===== src/rtl/aud_tx_pkg.sv =====
package aud_tx_pkg;

    localparam int SLOT_W = 32;
    localparam int CNT_W  = $clog2(SLOT_W + 1);

    typedef enum logic { FMT_LJ = 1'b0, FMT_I2S = 1'b1 } fmt_e;
    typedef enum logic { ROLE_SLAVE = 1'b0, ROLE_MASTER = 1'b1 } role_e;

    typedef logic [SLOT_W-1:0] word_t;

    typedef struct packed {
        word_t left;
        word_t right;
    } pair_t;

    // Slot request latched at a rising bit-clock edge, consumed at the next falling edge.
    typedef struct packed {
        logic start;
        logic left;
    } slot_req_t;

    // Frame-sync level that marks the left slot for a given format.
    function automatic logic left_level(fmt_e f);
        return (f == FMT_LJ);
    endfunction

    function automatic word_t pick_word(pair_t p, logic is_left);
        return is_left ? p.left : p.right;
    endfunction

endpackage


===== src/rtl/aud_tx_frame_ctrl.sv =====
module aud_tx_frame_ctrl
    import aud_tx_pkg::*;
#(
    parameter int HALF_W   = 9,
    parameter int MIN_HALF = 32,
    parameter int MAX_HALF = 256
) (
    input  logic              clk,
    input  logic              rst,
    input  fmt_e              fmt,
    input  role_e             role,
    input  logic [HALF_W-1:0] half_len,
    input  logic              bclk_i,
    input  logic              fsync_i,
    output logic              bclk_fall,
    output slot_req_t         req,
    output logic              frame_start,
    output logic              fsync_o
);

    localparam logic [HALF_W-1:0] LO_LEN = HALF_W'(MIN_HALF);
    localparam logic [HALF_W-1:0] HI_LEN = HALF_W'(MAX_HALF);

    logic              bclk_q;
    logic              bclk_rise;
    logic [HALF_W-1:0] eff_len;
    logic [HALF_W-1:0] half_cnt;
    logic              fs_int;
    logic              fs_next;
    logic              fs_now;
    logic              fs_prev;
    logic              fs_edge;
    logic              wrap;

    assign bclk_rise = bclk_i & ~bclk_q;
    assign bclk_fall = ~bclk_i & bclk_q;

    always_comb begin
        if (half_len < LO_LEN)      eff_len = LO_LEN;
        else if (half_len > HI_LEN) eff_len = HI_LEN;
        else                        eff_len = half_len;
    end

    assign wrap        = (half_cnt >= eff_len - 1'b1);
    assign fs_next     = wrap ? ~fs_int : fs_int;
    assign fs_now      = (role == ROLE_MASTER) ? fs_next : fsync_i;
    assign fs_edge     = bclk_rise && (fs_now != fs_prev);
    assign frame_start = fs_edge && (fs_now == left_level(fmt));
    assign fsync_o     = fs_int;

    always_ff @(posedge clk) begin
        if (rst) begin
            bclk_q   <= 1'b0;
            half_cnt <= '0;
            fs_int   <= 1'b0;
            fs_prev  <= 1'b0;
            req      <= '0;
        end else begin
            bclk_q <= bclk_i;
            if (bclk_rise) begin
                fs_prev   <= fs_now;
                req.start <= fs_edge;
                req.left  <= (fs_now == left_level(fmt));
                if (role == ROLE_MASTER) begin
                    half_cnt <= wrap ? '0 : half_cnt + 1'b1;
                    fs_int   <= fs_next;
                end
            end else if (bclk_fall) begin
                req.start <= 1'b0;
            end
        end
    end

    assert_fsync_on_rise_R6: assert property (@(posedge clk) disable iff (rst)
        !$stable(fsync_o) |-> ($past(bclk_i) && $past(role == ROLE_MASTER)))
        else $error("fsync_o moved without a rising bit clock in master mode");

    assert_half_count_bound_R6: assert property (@(posedge clk) disable iff (rst)
        (role == ROLE_MASTER) |-> (half_cnt < eff_len))
        else $error("half-frame counter beyond clamped length");

endmodule


===== src/rtl/aud_tx_sample_buf.sv =====
module aud_tx_sample_buf
    import aud_tx_pkg::*;
(
    input  logic  clk,
    input  logic  rst,
    input  logic  s_valid,
    output logic  s_ready,
    input  pair_t s_pair,
    input  logic  frame_start,
    output pair_t active,
    output logic  underrun
);

    pair_t hold;
    logic  full;

    assign s_ready = ~full;

    always_ff @(posedge clk) begin
        if (rst) begin
            hold     <= '0;
            full     <= 1'b0;
            active   <= '0;
            underrun <= 1'b0;
        end else begin
            underrun <= 1'b0;
            if (frame_start) begin
                if (full) begin
                    active <= hold;
                    full   <= 1'b0;
                end else begin
                    underrun <= 1'b1;
                end
            end
            if (s_valid && !full) begin
                hold <= s_pair;
                full <= 1'b1;
            end
        end
    end

    assert_handshake_fills_R7: assert property (@(posedge clk) disable iff (rst)
        (s_valid && s_ready) |=> !s_ready)
        else $error("accepted pair did not fill holding register");

    assert_underrun_pulse_R8: assert property (@(posedge clk) disable iff (rst)
        underrun |=> !underrun)
        else $error("under-run strobe longer than one cycle");

    assert_repeat_on_underrun_R8: assert property (@(posedge clk) disable iff (rst)
        underrun |-> $stable(active))
        else $error("shifter pair changed on an under-run");

endmodule


===== src/rtl/aud_tx_slot_shifter.sv =====
module aud_tx_slot_shifter
    import aud_tx_pkg::*;
(
    input  logic      clk,
    input  logic      rst,
    input  fmt_e      fmt,
    input  role_e     role,
    input  logic      bclk_fall,
    input  slot_req_t req,
    input  pair_t     active,
    output logic      sdata,
    output logic      frame_err
);

    localparam logic [CNT_W-1:0] FULL_CNT = CNT_W'(SLOT_W);
    localparam logic [CNT_W-1:0] LJ_CNT   = CNT_W'(SLOT_W - 1);
    localparam logic [CNT_W-1:0] ONE_CNT  = CNT_W'(1);

    word_t            shreg;
    logic [CNT_W-1:0] remain;
    word_t            next_word;
    logic             cut_short;

    assign next_word = pick_word(active, req.left);

    always_comb begin
        if (fmt == FMT_LJ) cut_short = (remain != '0);
        else               cut_short = (remain > ONE_CNT);
    end

    always_ff @(posedge clk) begin
        if (rst) begin
            shreg     <= '0;
            remain    <= '0;
            sdata     <= 1'b0;
            frame_err <= 1'b0;
        end else if (bclk_fall) begin
            if (req.start) begin
                if (cut_short && role == ROLE_SLAVE) frame_err <= 1'b1;
                if (fmt == FMT_LJ) begin
                    sdata  <= next_word[SLOT_W-1];
                    shreg  <= {next_word[SLOT_W-2:0], 1'b0};
                    remain <= LJ_CNT;
                end else begin
                    sdata  <= (remain == ONE_CNT) ? shreg[SLOT_W-1] : 1'b0;
                    shreg  <= next_word;
                    remain <= FULL_CNT;
                end
            end else if (remain != '0) begin
                sdata  <= shreg[SLOT_W-1];
                shreg  <= {shreg[SLOT_W-2:0], 1'b0};
                remain <= remain - 1'b1;
            end else begin
                sdata <= 1'b0;
            end
        end
    end

    assert_slot_count_bound_R1: assert property (@(posedge clk) disable iff (rst)
        remain <= FULL_CNT)
        else $error("slot bit counter above word length");

    assert_err_sticky_R9: assert property (@(posedge clk) disable iff (rst)
        frame_err |=> frame_err)
        else $error("framing error flag cleared without reset");

endmodule


===== src/rtl/aud_ser_tx.sv =====
module aud_ser_tx
    import aud_tx_pkg::*;
#(
    parameter int HALF_W   = 9,
    parameter int MIN_HALF = 32,
    parameter int MAX_HALF = 256
) (
    input  logic              clk,
    input  logic              rst,
    input  logic              cfg_i2s_i,
    input  logic              cfg_master_i,
    input  logic [HALF_W-1:0] cfg_half_i,
    input  logic              s_valid_i,
    output logic              s_ready_o,
    input  logic [SLOT_W-1:0] s_left_i,
    input  logic [SLOT_W-1:0] s_right_i,
    input  logic              bclk_i,
    input  logic              fsync_i,
    output logic              fsync_o,
    output logic              sdata_o,
    output logic              underrun_o,
    output logic              frame_err_o
);

    fmt_e      fmt;
    role_e     role;
    logic      bclk_fall;
    logic      frame_start;
    slot_req_t req;
    pair_t     in_pair;
    pair_t     active;

    assign fmt           = fmt_e'(cfg_i2s_i);
    assign role          = role_e'(cfg_master_i);
    assign in_pair.left  = s_left_i;
    assign in_pair.right = s_right_i;

    aud_tx_frame_ctrl #(
        .HALF_W   (HALF_W),
        .MIN_HALF (MIN_HALF),
        .MAX_HALF (MAX_HALF)
    ) frame_i (
        .clk         (clk),
        .rst         (rst),
        .fmt         (fmt),
        .role        (role),
        .half_len    (cfg_half_i),
        .bclk_i      (bclk_i),
        .fsync_i     (fsync_i),
        .bclk_fall   (bclk_fall),
        .req         (req),
        .frame_start (frame_start),
        .fsync_o     (fsync_o)
    );

    aud_tx_sample_buf buf_i (
        .clk         (clk),
        .rst         (rst),
        .s_valid     (s_valid_i),
        .s_ready     (s_ready_o),
        .s_pair      (in_pair),
        .frame_start (frame_start),
        .active      (active),
        .underrun    (underrun_o)
    );

    aud_tx_slot_shifter shift_i (
        .clk       (clk),
        .rst       (rst),
        .fmt       (fmt),
        .role      (role),
        .bclk_fall (bclk_fall),
        .req       (req),
        .active    (active),
        .sdata     (sdata_o),
        .frame_err (frame_err_o)
    );

    assert_data_on_fall_R5: assert property (@(posedge clk) disable iff (rst)
        !$stable(sdata_o) |-> (!$past(bclk_i) && $past(bclk_i, 2)))
        else $error("sdata_o moved without a falling bit clock");

endmodule


===== config.mk =====
export PLATFORM = sky130hd
export DESIGN_NAME = aud_ser_tx
export DESIGN_NICKNAME = d
export VERILOG_FILES = /design/src/rtl/aud_tx_pkg.sv /design/src/rtl/aud_tx_frame_ctrl.sv /design/src/rtl/aud_tx_sample_buf.sv /design/src/rtl/aud_tx_slot_shifter.sv /design/src/rtl/aud_ser_tx.sv
export SDC_FILE = /design/constraint.sdc
export NUM_CORES = 1
export LEC_CHECK = 0
export BUFFER_PORTS_ARGS = -buffer_cell sky130_fd_sc_hd__buf_2
export CORE_MARGIN = 3
export CORE_UTILIZATION = 64
export CTS_CLUSTER_SIZE = 40
export DETAILED_ROUTE_END_ITERATION = 16
export PLACE_DENSITY = 0.82
export SLEW_MARGIN = 20
export SYNTH_ARGS = -nofsm -noshare
export SYNTH_HDL_FRONTEND = slang
export SYNTH_SLANG_ARGS = --single-unit

===== constraint.sdc =====
create_clock -name clk -period 7.75 [get_ports clk]
set_input_delay 1.1625 -clock clk [delete_from_list [all_inputs] [get_ports clk]]
set_output_delay 1.1625 -clock clk [all_outputs]
set_load 0.02 [all_outputs]

==> summary.txt <==
Timing
  • Final count of pins violating max slew: 0
  • Final setup vio count: 0
  • Rel. slew slack: 0.3108
  • RSZ-0062 raised after global routing: false
  • Number of failing hold endpoints at the final stage: 0
  • Slew at the pin closest to its max-slew limit: between 1 and 1.5 ns
  • Setup Total Neg Slack: 0 ns
  • Share of the cycle needed by the critical path after routing: 0.6455
  • Maximum achievable frequency: roughly 0.20 GHz
  • Tmin final: approximately 5.0 ns
  • Worst clock skew on the final layout: 0.01098 ns

Critical path
  • CP Class: in2reg
  • Maximum fanout along the worst path: 45
  • Beginning of the worst register-to-register path: frame_i.half_cnt[1]
  • Max stage delay cell, worst path: sky130_fd_sc_hd__o41a_4
  • Data required time of the worst path: ~8 ns
  • Worst stage delay on the critical path: between 0.6 and 0.7 ns
  • Cells along the critical path: buf_2 > nor3_1 > nor2_1 > nand2_1 > ha_1 > nand2_1 > o311ai_0 > o21a_1 > ha_1 > a211oi_1 > o21bai_1 > or2_4 > a211oi_2 > o41a_4 > buf_4 > mux2i_1
  • Worst Setup Start Kind: primary input
  • CP Capture Type: flip-flop
  • CP startpoint: cfg_half_i[5]
  • Crit path arrival time: between 5 and 6 ns

Drt
  • Post-detailed-route via-to-cell ratio: 5.501
  • Initial DRC Count: 543
  • Total wirelength of the detailed-routed design: approximately 17000 um
  • Antenna Nets Post-Route: 0
  • Final routed wire length divided by cell count: approximately 14 um
  • Via count: around 6500
  • Pre-antenna DRT Iters: 4
  • DRC violations left: 0

Synth
  • Dominant cells by area after synthesis: sky130_fd_sc_hd__dfxtp_1, sky130_fd_sc_hd__mux2i_1, sky130_fd_sc_hd__nand2b_1
  • Top cells by count, synth: sky130_fd_sc_hd__dfxtp_1, sky130_fd_sc_hd__nand2_1, sky130_fd_sc_hd__nand2b_1
  • Largest area contributor in the synthesized netlist: sky130_fd_sc_hd__dfxtp_1
  • Most used flip-flop cell after synthesis: sky130_fd_sc_hd__dfxtp_1
  • Post-synthesis sequential element count: 184
  • Distinct cell type count after synthesis: 48
  • Yosys Warn Count: 0
  • Gate Count Post-Synth: 953
  • Mean post-synth cell area: between 9 and 10 sq um
  • Post-synth EDFFs: 0
  • Ys async rst share: 0
  • Nets in the synthesized netlist: approximately 1000
  • Most common cell in the synthesized netlist: sky130_fd_sc_hd__dfxtp_1
  • Netlist area before placement: 8894 sq um
  • Sequential cell area fraction in the yosys report: 0.4142
  • Post-synth top area share: 0.4142

Finish
  • Layout-stage area growth over the synthesis result: 10.78%
  • Multi-input gate area in the final layout: 4826 sq um
  • Number of fill cells: between 1000 and 1500
  • Fraction of layout instances using a drive strength above 1: 0.1652
  • Number of diodes added for antenna fixing: 0
  • Sequential cell area: around 3700 sq um
  • Number of nets at the end of the flow: between 1000 and 1500
  • Final core utilization: 0.7352

Clocking
  • Number of buffers inserted by post-CTS setup repair: 0
  • Clock tree from TritonCTS: yes
  • Count of cells resized by post-cts repair: 0
  • Skew-Pair Late Insertion Delay: around 0.43 ns
  • Root Driver: sky130_fd_sc_hd__clkbuf_16
  • Maximum clock path buffer count: 2
  • Clock transition at the register clock pins on the worst setup and hold paths after CTS: 0.06 ns
  • Clock buffers created by TritonCTS: 17
  • Number of hold buffers added after CTS: 0
  • CTS sink cnt: ~180
  • H-tree levels: 4

Global route
  • Largest net degree at the start of global routing: 162
  • Residual overflow from global routing: 0
  • First-pass GRT wire length: around 28000 um
  • Initial antenna violation count: 0
  • Via count of the first global-routing pass: between 6000 and 7000
  • Total global routing track utilization: 0.2269

Placed design
  • Last weighted congestion value of the routability-driven placer: 0.8063
  • Quantity of I/O buffers inserted on ports: 84
  • Detailed placer's ending HPWL: 10420 um

Floorplanning
  • Row count: 42
  • Placeable core region: 13400 sq um
  • I/O pin total: between 80 and 90
  • Overall die height: about 120 um
  • Effective utilization at floorplan: 0.6637
  • Chip width: between 100 and 150 um
  • Die Area: roughly 15000 sq um

Power and ir drop
  • Cell Pwr Density: 207.6 nW/um^2
  • Largest voltage drop on the vdd net: roughly 0.17 mV
  • Leak: between 3 and 4 nW
  • Total Power Consumption: ~0.002 W

Status
  • Status: complete, no violations

Run
  • Number of violations of the max-capacitance limit: 0

Hold path
  • Worst Hold Class: reg2reg
  • Worst Hold Launch: buf_i.hold[53]
==> per-layer routing <==
metal,GRT usage,up-vias,share of wire
li1,-,3368,-
met1,0.3053,3026,0.47
met2,0.3674,90,0.49
met3,0.05177,13,0.028
met4,0.06644,0,0.0098
met5,0,-,0
==> cells in the final DEF, fill, tap and decap left out, drive strengths merged, types with 2 or more instances in the layout <==
cell / count
or3: 5
xnor2: 2
nand4: 7
a211oi: 38
nand2b: 131
a31oi: 2
clkbuf: 19
inv: 12
nand2: 148
and3: 3
mux4: 30
clkinv: 5
mux2: 2
o21ai: 4
clkinvlp: 3
bufinv: 3
nor2: 67
a21oi: 78
xor2: 10
ha: 16
mux2i: 101
and2: 2
nand3: 5
a221oi: 2
dfxtp: 184
nor3: 11
nor2b: 4
nor4b: 4
buf: 92
o221ai: 2
==> cells by family after synthesis <==
kind of cell / after synthesis / share of synthesized area
and+or+nand+nor: 392 / 0.2160
adders and majority gates: 16 / 0.02251
DFF: 184 / 0.4142
xor gates and xnor gates: 12 / 0.01182
buffers and inverters: 82 / 0.04600
muxes: 133 / 0.1922
AOI/OAI and AO/OA: 134 / 0.09736
==> worst paths after layout <==
check,cells past startpoint,slack [ns],to
worst max-delay path,16,2.75,buf_i.active[59]
worst max register to register,9,4.40,buf_i.active[59]
worst min-delay path,2,0.45,buf_i.hold[53]
worst min register to register,2,0.45,buf_i.hold[53]
==> worst max-delay path: cells and delay by family <==
kind	cells	cell delay [ns]
compound gates	6	1.76
fa+ha+maj	2	0.48
buf+inv	2	0.61
mux	1	0.25
simple gates	5	1.01
==> report_power, final <==
part / leakage (nW) / switching [W] / internal [W]
clock network: 0.285 / 0.000360 / 0.000513
logic: 2.13 / 0.0000978 / 0.0000787
registers: 1.49 / 0.0000208 / 0.000975
==> layout make-up <==
cell class | count | share of cell area
clock buffer | 19 | 0.04496
sequential | 184 | 0.3740
inverter | 11 | 0.004191
multi-input combinational | 687 | 0.4898
clock inverter | 12 | 0.01524
timing repair buffer | 92 | 0.04940
tap | 176 | 0.02235
==> sequential cells by signal, indices dropped and copies added (netlist names) <==
register and cells:
buf_i.active 64, buf_i.full 1, buf_i.hold 64, buf_i.underrun 1, frame_i.bclk_q 1, frame_i.fs_prev 1
frame_i.fsync_o 1, frame_i.half_cnt 9, frame_i.req 2, shift_i.frame_err 1, shift_i.remain 6, shift_i.sdata 1
shift_i.shreg 32
==> per-stage QoR <==
stage / hold WS (ns) / std cells / cell area, sq um / worst slack, ns
6_report: 0.4535 / 1181 / 9852 / 2.747
5_1_grt: 0.4698 / 1181 / 9852 / 2.503
4_1_cts: 0.4566 / 1181 / 9852 / 2.791
3_5_place_dp: 0.4478 / 1150 / 9259 / 2.398
3_3_place_gp: 0.4427 / 1150 / 9259 / 2.541
2_1_floorplan: 0.4313 / 953 / 8894 / 3.622
(Power assumes the default switching activity.)
